[config.mk]
export PLATFORM = sky130hd
export DESIGN_NAME = adc_sample_seq
export DESIGN_NICKNAME = d
export VERILOG_FILES = /design/src/rtl/adc_seq_pkg.sv /design/src/rtl/adc_smp_len.sv /design/src/rtl/adc_seq_fsm.sv /design/src/rtl/adc_result_reg.sv /design/src/rtl/adc_sample_seq.sv
export SDC_FILE = /design/constraint.sdc
export NUM_CORES = 1
export LEC_CHECK = 0
export BUFFER_PORTS_ARGS = -buffer_cell sky130_fd_sc_hd__buf_2
export CAP_MARGIN = 20
export CORE_AREA = 2 2 79 81
export CTS_BUF_LIST = sky130_fd_sc_hd__clkbuf_16
export CTS_CLUSTER_SIZE = 12
export DETAILED_ROUTE_END_ITERATION = 10
export DIE_AREA = 0 0 81 83
export PLACE_DENSITY = 0.52
export SYNTH_ARGS = -nofsm -noshare
export SYNTH_HDL_FRONTEND = slang
export SYNTH_HIERARCHICAL = 1
export SYNTH_SLANG_ARGS = --single-unit
[constraint.sdc]
create_clock -name clk_i -period 1.4 [get_ports clk_i]
set_clock_uncertainty 0.05 [all_clocks]
set_input_delay 0.21 -clock clk_i [delete_from_list [all_inputs] [get_ports clk_i]]
set_output_delay 0.21 -clock clk_i [all_outputs]
set_load 0.005 [all_outputs]
[src/rtl/adc_seq_pkg.sv]
package adc_seq_pkg;
  typedef enum logic [1:0] {
    ST_IDLE    = 2'd0,
    ST_SAMPLE  = 2'd1,
    ST_CONVERT = 2'd2
  } seq_state_e;

  localparam int unsigned SHORT_BASE  = 4;
  localparam int unsigned FIRST_EXTRA = 2;
  localparam int unsigned HS_EXTRA    = 2;
  localparam int unsigned LONG_C0     = 24;
  localparam int unsigned LONG_C1     = 16;
  localparam int unsigned LONG_C2     = 10;
  localparam int unsigned LONG_C3     = 6;
  localparam int unsigned SMP_MAX     = LONG_C0 + HS_EXTRA;
endpackage

[src/rtl/adc_smp_len.sv]
module adc_smp_len
  import adc_seq_pkg::*;
#(
  parameter int unsigned CNT_W = 5
) (
  input  logic             lsmp_en_i,
  input  logic [1:0]       lsmp_sel_i,
  input  logic             hs_en_i,
  input  logic             first_i,
  output logic [CNT_W-1:0] len_o
);
  int unsigned base_cyc;
  int unsigned tot_cyc;

  always_comb begin
    if (lsmp_en_i) begin
      unique case (lsmp_sel_i)
        2'd0:    base_cyc = LONG_C0;
        2'd1:    base_cyc = LONG_C1;
        2'd2:    base_cyc = LONG_C2;
        default: base_cyc = LONG_C3;
      endcase
    end else begin
      base_cyc = SHORT_BASE + (first_i ? FIRST_EXTRA : 0);
    end
    tot_cyc = base_cyc + (hs_en_i ? HS_EXTRA : 0);
    len_o   = CNT_W'(tot_cyc);
  end
endmodule

[src/rtl/adc_seq_fsm.sv]
module adc_seq_fsm
  import adc_seq_pkg::*;
#(
  parameter int unsigned CONV_CYCLES = 16,
  parameter int unsigned CNT_W       = 5
) (
  input  logic             clk_i,
  input  logic             rst_ni,
  input  logic             start_i,
  input  logic             cont_i,
  input  logic             abort_keep_i,
  input  logic             abort_clr_i,
  input  logic [CNT_W-1:0] smp_len_i,
  output logic             first_o,
  output logic             sample_o,
  output logic             busy_o,
  output logic             complete_o,
  output logic             done_o
);
  localparam logic [CNT_W-1:0] CONV_LAST = CNT_W'(CONV_CYCLES - 1);
  localparam logic [CNT_W-1:0] ONE       = CNT_W'(1);

  seq_state_e       state_q, state_d;
  logic [CNT_W-1:0] cnt_q, cnt_d;
  logic             done_q;
  logic             abort;
  logic             cnt_en;
  logic             at_end;

  assign abort  = abort_keep_i | abort_clr_i;
  assign at_end = (cnt_q == '0);
  assign first_o = ~((state_q == ST_CONVERT) && at_end && cont_i && !start_i && !abort);

  always_comb begin
    state_d    = state_q;
    cnt_d      = cnt_q;
    complete_o = 1'b0;
    if (abort) begin
      state_d = ST_IDLE;
      cnt_d   = '0;
    end else if (start_i) begin
      state_d = ST_SAMPLE;
      cnt_d   = smp_len_i - ONE;
    end else begin
      unique case (state_q)
        ST_SAMPLE: begin
          if (at_end) begin
            state_d = ST_CONVERT;
            cnt_d   = CONV_LAST;
          end else begin
            cnt_d = cnt_q - ONE;
          end
        end
        ST_CONVERT: begin
          if (at_end) begin
            complete_o = 1'b1;
            if (cont_i) begin
              state_d = ST_SAMPLE;
              cnt_d   = smp_len_i - ONE;
            end else begin
              state_d = ST_IDLE;
            end
          end else begin
            cnt_d = cnt_q - ONE;
          end
        end
        default: state_d = ST_IDLE;
      endcase
    end
  end

  assign cnt_en = (state_q != ST_IDLE) || (state_d != ST_IDLE);

  always_ff @(posedge clk_i or negedge rst_ni) begin
    if (!rst_ni) begin
      state_q <= ST_IDLE;
      cnt_q   <= '0;
      done_q  <= 1'b0;
    end else begin
      state_q <= state_d;
      done_q  <= complete_o;
      if (cnt_en) begin
        cnt_q <= cnt_d;
      end
    end
  end

  assign sample_o = (state_q == ST_SAMPLE);
  assign busy_o   = (state_q != ST_IDLE);
  assign done_o   = done_q;


  restart_chk: assert property (@(posedge clk_i) disable iff (!rst_ni)
    (busy_o && start_i && !abort_keep_i && !abort_clr_i) |=> (sample_o && !done_o));


  done_pulse_chk: assert property (@(posedge clk_i) disable iff (!rst_ni)
    done_o |=> !done_o);
endmodule

[src/rtl/adc_result_reg.sv]
module adc_result_reg #(
  parameter int unsigned       DATA_W = 12,
  parameter logic [DATA_W-1:0] SEED   = '0
) (
  input  logic              clk_i,
  input  logic              rst_ni,
  input  logic              clr_i,
  input  logic              complete_i,
  output logic [DATA_W-1:0] result_o,
  output logic              valid_o
);
  logic [DATA_W-1:0] res_q, res_d;
  logic [DATA_W-1:0] idx_q, idx_d;
  logic              val_q, val_d;
  logic              upd_en;

  assign upd_en = clr_i | complete_i;

  always_comb begin
    if (clr_i) begin
      res_d = '0;
      idx_d = '0;
      val_d = 1'b0;
    end else begin
      res_d = SEED + idx_q;
      idx_d = idx_q + DATA_W'(1);
      val_d = 1'b1;
    end
  end

  always_ff @(posedge clk_i or negedge rst_ni) begin
    if (!rst_ni) begin
      res_q <= '0;
      idx_q <= '0;
      val_q <= 1'b0;
    end else if (upd_en) begin
      res_q <= res_d;
      idx_q <= idx_d;
      val_q <= val_d;
    end
  end

  assign result_o = res_q;
  assign valid_o  = val_q;


  clear_chk: assert property (@(posedge clk_i) disable iff (!rst_ni)
    clr_i |=> (!valid_o && result_o == '0));
endmodule

[src/rtl/adc_sample_seq.sv]
module adc_sample_seq
  import adc_seq_pkg::*;
#(
  parameter int unsigned       DATA_W      = 12,
  parameter logic [DATA_W-1:0] RESULT_SEED = 12'hA50,
  parameter int unsigned       CONV_CYCLES = 16
) (
  input  logic              clk_i,
  input  logic              rst_ni,
  input  logic              start_i,
  input  logic              cont_i,
  input  logic              lsmp_en_i,
  input  logic [1:0]        lsmp_sel_i,
  input  logic              hs_en_i,
  input  logic              lp_stop_i,
  input  logic              nstop_i,
  input  logic              aclk_en_i,
  output logic              sample_o,
  output logic              clk_req_o,
  output logic              done_o,
  output logic [DATA_W-1:0] result_o,
  output logic              valid_o
);
  localparam int unsigned CNT_MAX = (SMP_MAX > CONV_CYCLES) ? SMP_MAX : CONV_CYCLES;
  localparam int unsigned CNT_W   = $clog2(CNT_MAX + 1);

  logic [1:0]       rst_sync_q;
  logic             rst_sync_n;
  logic             first;
  logic [CNT_W-1:0] smp_len;
  logic             busy;
  logic             complete;
  logic             abort_keep;

  always_ff @(posedge clk_i or negedge rst_ni) begin
    if (!rst_ni) begin
      rst_sync_q <= 2'b00;
    end else begin
      rst_sync_q <= {rst_sync_q[0], 1'b1};
    end
  end
  assign rst_sync_n = rst_sync_q[1];

  assign abort_keep = nstop_i & ~aclk_en_i;

  adc_smp_len #(
    .CNT_W (CNT_W)
  ) u_len (
    .lsmp_en_i  (lsmp_en_i),
    .lsmp_sel_i (lsmp_sel_i),
    .hs_en_i    (hs_en_i),
    .first_i    (first),
    .len_o      (smp_len)
  );

  adc_seq_fsm #(
    .CONV_CYCLES (CONV_CYCLES),
    .CNT_W       (CNT_W)
  ) u_fsm (
    .clk_i        (clk_i),
    .rst_ni       (rst_sync_n),
    .start_i      (start_i),
    .cont_i       (cont_i),
    .abort_keep_i (abort_keep),
    .abort_clr_i  (lp_stop_i),
    .smp_len_i    (smp_len),
    .first_o      (first),
    .sample_o     (sample_o),
    .busy_o       (busy),
    .complete_o   (complete),
    .done_o       (done_o)
  );

  adc_result_reg #(
    .DATA_W (DATA_W),
    .SEED   (RESULT_SEED)
  ) u_res (
    .clk_i      (clk_i),
    .rst_ni     (rst_sync_n),
    .clr_i      (lp_stop_i),
    .complete_i (complete),
    .result_o   (result_o),
    .valid_o    (valid_o)
  );

  assign clk_req_o = aclk_en_i | busy;


  keep_on_stop_chk: assert property (@(posedge clk_i) disable iff (!rst_sync_n)
    (nstop_i && !aclk_en_i && !lp_stop_i) |=> ($stable(result_o) && $stable(valid_o)));


  done_valid_chk: assert property (@(posedge clk_i) disable iff (!rst_sync_n)
    done_o |-> valid_o);


  sample_req_chk: assert property (@(posedge clk_i) disable iff (!rst_sync_n)
    sample_o |-> clk_req_o);
endmodule

==> impl_results.md, run 1 <==
- CP arrival: 2.87 ns
- PwrDens: 1020 nW/µm²
- Critical path required time: 1.52 ns
- Worst Path Max Fanout: 2
- Wirelength per Cell: 12.8 µm
- Root buffer cell: clkbuf_16
- Post-synth EDFFs: 0
- FF-to-FF setup slack: -1.35 ns
- Synth top area cells: dfrtp_1 (43%), ha_1 (5.5%), mux2i_1 (4.9%), nor2_1 (4.4%), nand2_1 (2.7%)
- Syn avg cell area: 9.85 µm²
- Port-buffer cells: 26
- Warnings, synthesis: 6
- Seq pwr share: 34.8%
- Worst R2R Start: u_fsm/cnt_q[1]
- TritonCTS Buffers: 5
- Vias/cell: 4.74
- Net switching power: 0.702 mW
- Area of the core: 5820 µm²
- Initial Utilization: 35.4%
- Top_reg_cell synth: dfrtp_1
- WS Path Type: register to register
- Row count: 28
- First-pass GRT wire length: 8070 µm
- Max Freq: 0.363 GHz
- DR DRC count: 0
- Internal power: 2.42 mW
- Post-layout nets: 306
- Crit end category: register
- Post-route ant nets: 0
- Via count: 1715
- Failing checks: negative setup slack
- Switching Fraction: 22.5%
- GRT overflow: 0
- Die Y: 83 µm
- Area grow syn2layout: 48.4%
- Fillers: 563
- Combinational power share: 20.3%
- CTS sink count: 35
- CP Launch Type: register
- Final-layout worst hold slack: 0.152 ns
- IO Count: 27
- Largest net degree at the start of global routing: 29
- RSZ-0062 raised after global routing: yes
- Setup TNS: -23.69 ns
- Post-synth ARST share: 100%
- Initial antenna violation count: 0
- 1st-pass router iterations: 4
- Peak VDD IR: 0.000712 V
- Final HPWL DP: 3340 µm
- # diodes: 0
- Die Area: 6720 µm²
- Vias in the first global route: 1754
- Yosys top cell area share: 42.5%
- Clk slew on worst S/H paths: 0.05 ns
- Worst Hold Class: register to asynchronous set/reset pin
- Cell taking the most area after synthesis: dfrtp_1
- Mapped cell area: 2060 µm²
- Clock tree buffer depth: 2
- Synth cell types: 49
- CTS tree: done
- Final period util: 197%
- Cells after Synth: 209
- Overall routed net length: 4620 µm
- Synthesis-stage register bit count: 35
- Beginning of the critical path: u_fsm/cnt_q[1]
- CTS H-Tree Depth: 2
- Post-Syn Nets: 229
- Initial DRC Count: 56
- Pleak: 1.45 nW
- Setup WS pre-CTS: -1.46 ns
- Share of cells above drive strength 1: 45.3%
- Gr usage total: 15.2%
- Status: finished with violations
- Clock latency on the worst-skew pair: 0.27 ns
- Die X-Extent: 81 µm
- Crit path time final: 2.75 ns
- Final hold vios: 0
- Max_cap viols: 0
- Routability cong.: 0.811
- PnR worst setup slack: -1.35 ns
- Clock power share: 44.9%
- Post-synthesis sequential area ratio: 42.5%
- Util after Layout: 52.6%
- Max Slew Vio Count: 0
- Count of final setup violators: 35
-- cell usage after synthesis, types with 3 or more instances --
library cell,instances
o211ai_1,3
or3_1,3
nand4_1,3
xnor2_1,6
inv_1,14
dfrtp_1,35
a21oi_1,9
clkbuf_1,3
o21ai_0,9
mux2_2,4
nor2b_1,4
nor3_1,6
nand2_1,15
nand2b_1,4
xor2_1,5
nor2_1,24
mux2i_1,10
ha_1,9
-- registers in the layout (all words and copies together) (netlist names) --
register,cells
u_res/idx_q,12
u_res/result_o,12
u_fsm/cnt_q,5
rst_sync_q,2
u_fsm/state_q,2
u_fsm/done_o,1
u_res/valid_o,1
-- per-stage QoR --
stage / cell area, µm² / total power [mW] / instances
6_report: 3060 / 3.12 / 362
4_1_cts: 3020 / 3.11 / 359
5_1_grt: 3060 / 3.27 / 362
3_3_place_gp: 2680 / 1.58 / 346
2_1_floorplan: 2170 / 1.40 / 209
3_5_place_dp: 2680 / 1.58 / 346
-- repair_timing --
item                                    in CTS  in global routing
buffers inserted                             7                  6
endpoints found under the setup margin      35                 35
gates resized for setup                     28                  8
hold buffers                                 1                  0
pin swaps                                   13                 10
endpoints found under the hold margin        2                  0
-- layout by cell type, fill, tap and decap left out, types with 3 or more instances in the layout --
| cell type | n |
|---|---|
| buf_2 | 25 |
| ha_4 | 6 |
| clkbuf_16 | 5 |
| xor2_1 | 5 |
| o211ai_1 | 3 |
| dfrtp_1 | 35 |
| nand4_1 | 3 |
| xnor2_1 | 3 |
| inv_2 | 6 |
| nand2_1 | 13 |
| inv_1 | 7 |
| or3_1 | 3 |
| o21ai_0 | 7 |
| nand2b_1 | 3 |
| mux2_4 | 4 |
| a21oi_1 | 8 |
| nor2b_1 | 4 |
| ha_1 | 3 |
| mux2_2 | 3 |
| mux2i_1 | 10 |
| buf_6 | 10 |
| nor2_1 | 23 |
| buf_4 | 45 |
-- final timing paths --
check	endpoint	cells after the start
setup / recovery	u_fsm/cnt_q[4]	14
hold / removal	u_fsm/cnt_q[2]	1
setup reg to reg	u_fsm/cnt_q[4]	14
hold reg to reg	u_fsm/cnt_q[2]	1
max in group asynchronous	u_res/result_o[8]	1
min in group clk_i	rst_sync_q[1]	0
-- final cells by class --
type / count / area, µm² / area share (%)
Multi-Input combinational cell: 149 / 1250 / 41.0
Inverter: 14 / 60.1 / 1.96
Tap cell: 75 / 93.8 / 3.07
Clock buffer: 5 / 125 / 4.09
Timing Repair Buffer: 81 / 586 / 19.2
Sequential cell: 35 / 876 / 28.7
Clock inverter: 3 / 63.8 / 2.09
-- layer usage --
layer	up-vias	share of wire [%]	global-route usage, %
li1	882	-	-
met1	794	49	22.2
met2	35	45	22.5
met3	4	5.0	2.93
met4	0	1.3	5.08
met5	-	0	0
-- power groups by stage --
stage | clock, mW | sequential [mW] | combinational, mW
floorplan | 0 | 1.11 | 0.292
global placement | 0 | 1.10 | 0.487
detailed placement | 0 | 1.10 | 0.484
CTS | 1.43 | 1.08 | 0.596
global route | 1.48 | 1.09 | 0.698
finish | 1.40 | 1.08 | 0.635
-- critical path, cell delays in order, from the launching register on --
cell	delay [ns]
dfrtp_1	0.39
inv_2	0.08
ha_4	0.12
nor4b_4	0.21
nand2_2	0.11
nor3_4	0.18
nand2_1	0.07
mux2_4	0.28
ha_4	0.16
ha_4	0.17
xnor2_4	0.13
nor3b_2	0.18
xor2_1	0.16
a21oi_1	0.08
o32ai_1	0.28
-- kinds of logic (layout without fill, tap and decap cells) --
family / count (synthesis) / count (layout) / share of synthesized area (%)
AOI/OAI and AO/OA: 37 / 37 / 12.8
and+or+nand+nor: 73 / 73 / 19.4
muxes: 17 / 17 / 8.87
xor gates and xnor gates: 11 / 11 / 4.68
DFF: 35 / 35 / 42.5
adders and majority gates: 9 / 9 / 5.47
other: 2 / 2 / 0.365
buffers and inverters: 25 / 103 / 5.89
(Power assumes the default switching activity.)
==> run 2, diff against run 1 <==
Settings changed: PLACE_DENSITY 0.52 to 0.54.
Clock period 1.4 ns to 2.4 ns, I/O delays scaled along.
==> run 2 against run 1 <==
The run still ends with negative setup slack left. Count of clock-buffer cells in the layout unchanged. Die area unchanged. Sequential cell count unchanged. Critical path type unchanged. Largest cell class unchanged. Largest power group is now sequential cells.
==> impl_results.md, run 2 (synthesis results as in run 1) <==
- Setup TNS: -2.42 ns
- Initial antenna violation count: 0
- CTS H-Tree Depth: 2
- Vias in the first global route: 1608
- PnR worst setup slack: -0.543 ns
- Final HPWL DP: 3090 µm
- Critical path required time: 2.52 ns
- Overall routed net length: 4670 µm
- Least-Margin Pin Slew: 0.760 ns
- Failing checks: negative setup slack
- R2R Path End: u_fsm/cnt_q[4]
- Row count: 28
- Vias/cell: 4.81
- Util after Layout: 48.2%
- Routability cong.: 0.793
- Die Area: 6720 µm²
- FF-to-FF setup slack: -0.54 ns
- CP arrival: 3.06 ns
- Worst Hold Class: register to asynchronous set/reset pin
- Final hold vios: 0
- GRT overflow: 0
- Die X-Extent: 81 µm
- WS Path Type: register to register
- Die Y: 83 µm
- Worst Path Max Fanout: 4
- Max-slew headroom: 49.4%
- DR DRC count: 0
- Area of the core: 5820 µm²
- Final period util: 123%
- Area grow syn2layout: 36.2%
- Gr usage total: 14.5%
- Via count: 1655
- # diodes: 0
- 1st-pass router iterations: 4
- Largest net degree at the start of global routing: 29
- Worst R2R Start: u_fsm/cnt_q[1]
- Clk slew on worst S/H paths: 0.05 ns
- Pleak: 1.32 nW
- PwrDens: 574 nW/µm²
- Share of cells above drive strength 1: 36.4%
- First-pass GRT wire length: 7590 µm
- CP Launch Type: register
- TritonCTS Buffers: 5
- CTS sink count: 35
- Max Freq: 0.340 GHz
- RSZ-0062 raised after global routing: yes
- Clock latency on the worst-skew pair: 0.28 ns
- CTS tree: done
- Clock tree buffer depth: 2
- Most frequent cells in the layout: dfrtp_1 (35), buf_4 (32), buf_2 (26), nor2_1 (24), nand2_1 (14)
- Port-buffer cells: 26
- Count of final setup violators: 9
- Crit path time final: 2.94 ns
- Most common cell after layout, fill and taps aside: dfrtp_1
- Initial Utilization: 35.4%
- Max Slew Vio Count: 0
- Post-route ant nets: 0
- Root buffer cell: clkbuf_16
- Peak VDD IR: 0.000365 V
- Wirelength per Cell: 13.6 µm
- Post-layout nets: 288
- Worst r2r path cells: 18
- IO Count: 27
- Crit end category: register
- Initial DRC Count: 70
- Max_cap viols: 0
- Status: finished with violations
## run 2: changes by cell type in the layout (fill, tap and decap cells not counted), moves of 3 or more
cell,delta
buf_4,-13
buf_6,-7
inv_1,+6
inv_2,-3
## run 2: area by class of cell
| type | count | area [µm²] |
|---|---|---|
| inverter | 14 | 52.6 |
| sequential | 35 | 876 |
| multi-input combinational | 149 | 1210 |
| clock inverter | 3 | 12.5 |
| tap | 75 | 93.8 |
| timing repair buffer | 63 | 434 |
| clock buffer | 5 | 125 |
| fill | 577 | 3010 |
## run 2: worst max-delay path, stage by stage, from the launching register on
cell      delay [ns]
dfrtp_1         0.39
inv_2           0.08
ha_4            0.13
nor4b_4         0.24
nand2_2         0.13
buf_4           0.15
buf_4           0.12
buf_4           0.12
buf_4           0.12
buf_4           0.12
buf_4           0.12
buf_4           0.12
buf_4           0.12
buf_4           0.12
buf_4           0.12
buf_4           0.13
nand2b_4        0.09
a21oi_1         0.07
o32ai_1         0.29
## run 2: worst max-delay path by stage
| stage | slack (ns) | cells after the start | to | start |
|---|---|---|---|---|
| after CTS | -0.42 | 14 | u_fsm/cnt_q[4] | u_fsm/cnt_q[0] |
| after global placement | -0.39 | 14 | u_fsm/cnt_q[4] | u_fsm/cnt_q[1] |
| after detailed placement | -0.45 | 14 | u_fsm/cnt_q[4] | u_fsm/cnt_q[1] |
| after global routing | -0.65 | 14 | u_fsm/cnt_q[4] | u_fsm/cnt_q[1] |
| after floorplan | -0.46 | 14 | u_fsm/cnt_q[4] | u_fsm/cnt_q[0] |
| final | -0.54 | 18 | u_fsm/cnt_q[4] | u_fsm/cnt_q[1] |
## run 2: power by group
| group | leakage, nW | internal (mW) | switching, mW |
|---|---|---|---|
| clock network | 0.0762 | 0.375 | 0.232 |
| registers | 0.480 | 0.611 | 0.0232 |
| logic | 0.766 | 0.209 | 0.162 |
| total | 1.32 | 1.19 | 0.417 |
## run 2: repair_timing
| item | 4_1_cts | 5_1_grt |
|---|---|---|
| pin swaps | 9 | 8 |
| buffers inserted | 12 | 5 |
| hold endpoints to repair | 2 | 0 |
| gates resized for setup | 13 | 3 |
| gates cloned | 0 | 0 |
| setup endpoints to repair | 9 | 12 |
| hold buffers | 1 | 0 |
## run 2: routing by layer
| metal | global-route usage (%) | routed length, µm | up-vias |
|---|---|---|---|
| met3 | 4.46 | 187 | 8 |
| li1 | - | - | 846 |
| met1 | 20.2 | 2330 | 771 |
| met2 | 21.3 | 2040 | 30 |
| met5 | 0 | 0 | - |
| met4 | 4.93 | 104 | 0 |
## run 2: stage by stage
stage / setup WS [ns] / power (mW) / instance area (µm²) / hold slack, ns / std cells
global placement: -0.385 / 0.925 / 2450 / 0.101 / 319
global route: -0.651 / 1.69 / 2810 / 0.305 / 344
finish: -0.543 / 1.61 / 2810 / 0.265 / 344
CTS: -0.423 / 1.59 / 2750 / 0.300 / 339
floorplan: -0.456 / 0.816 / 2130 / 0.0144 / 209
detailed placement: -0.447 / 0.924 / 2450 / 0.103 / 319
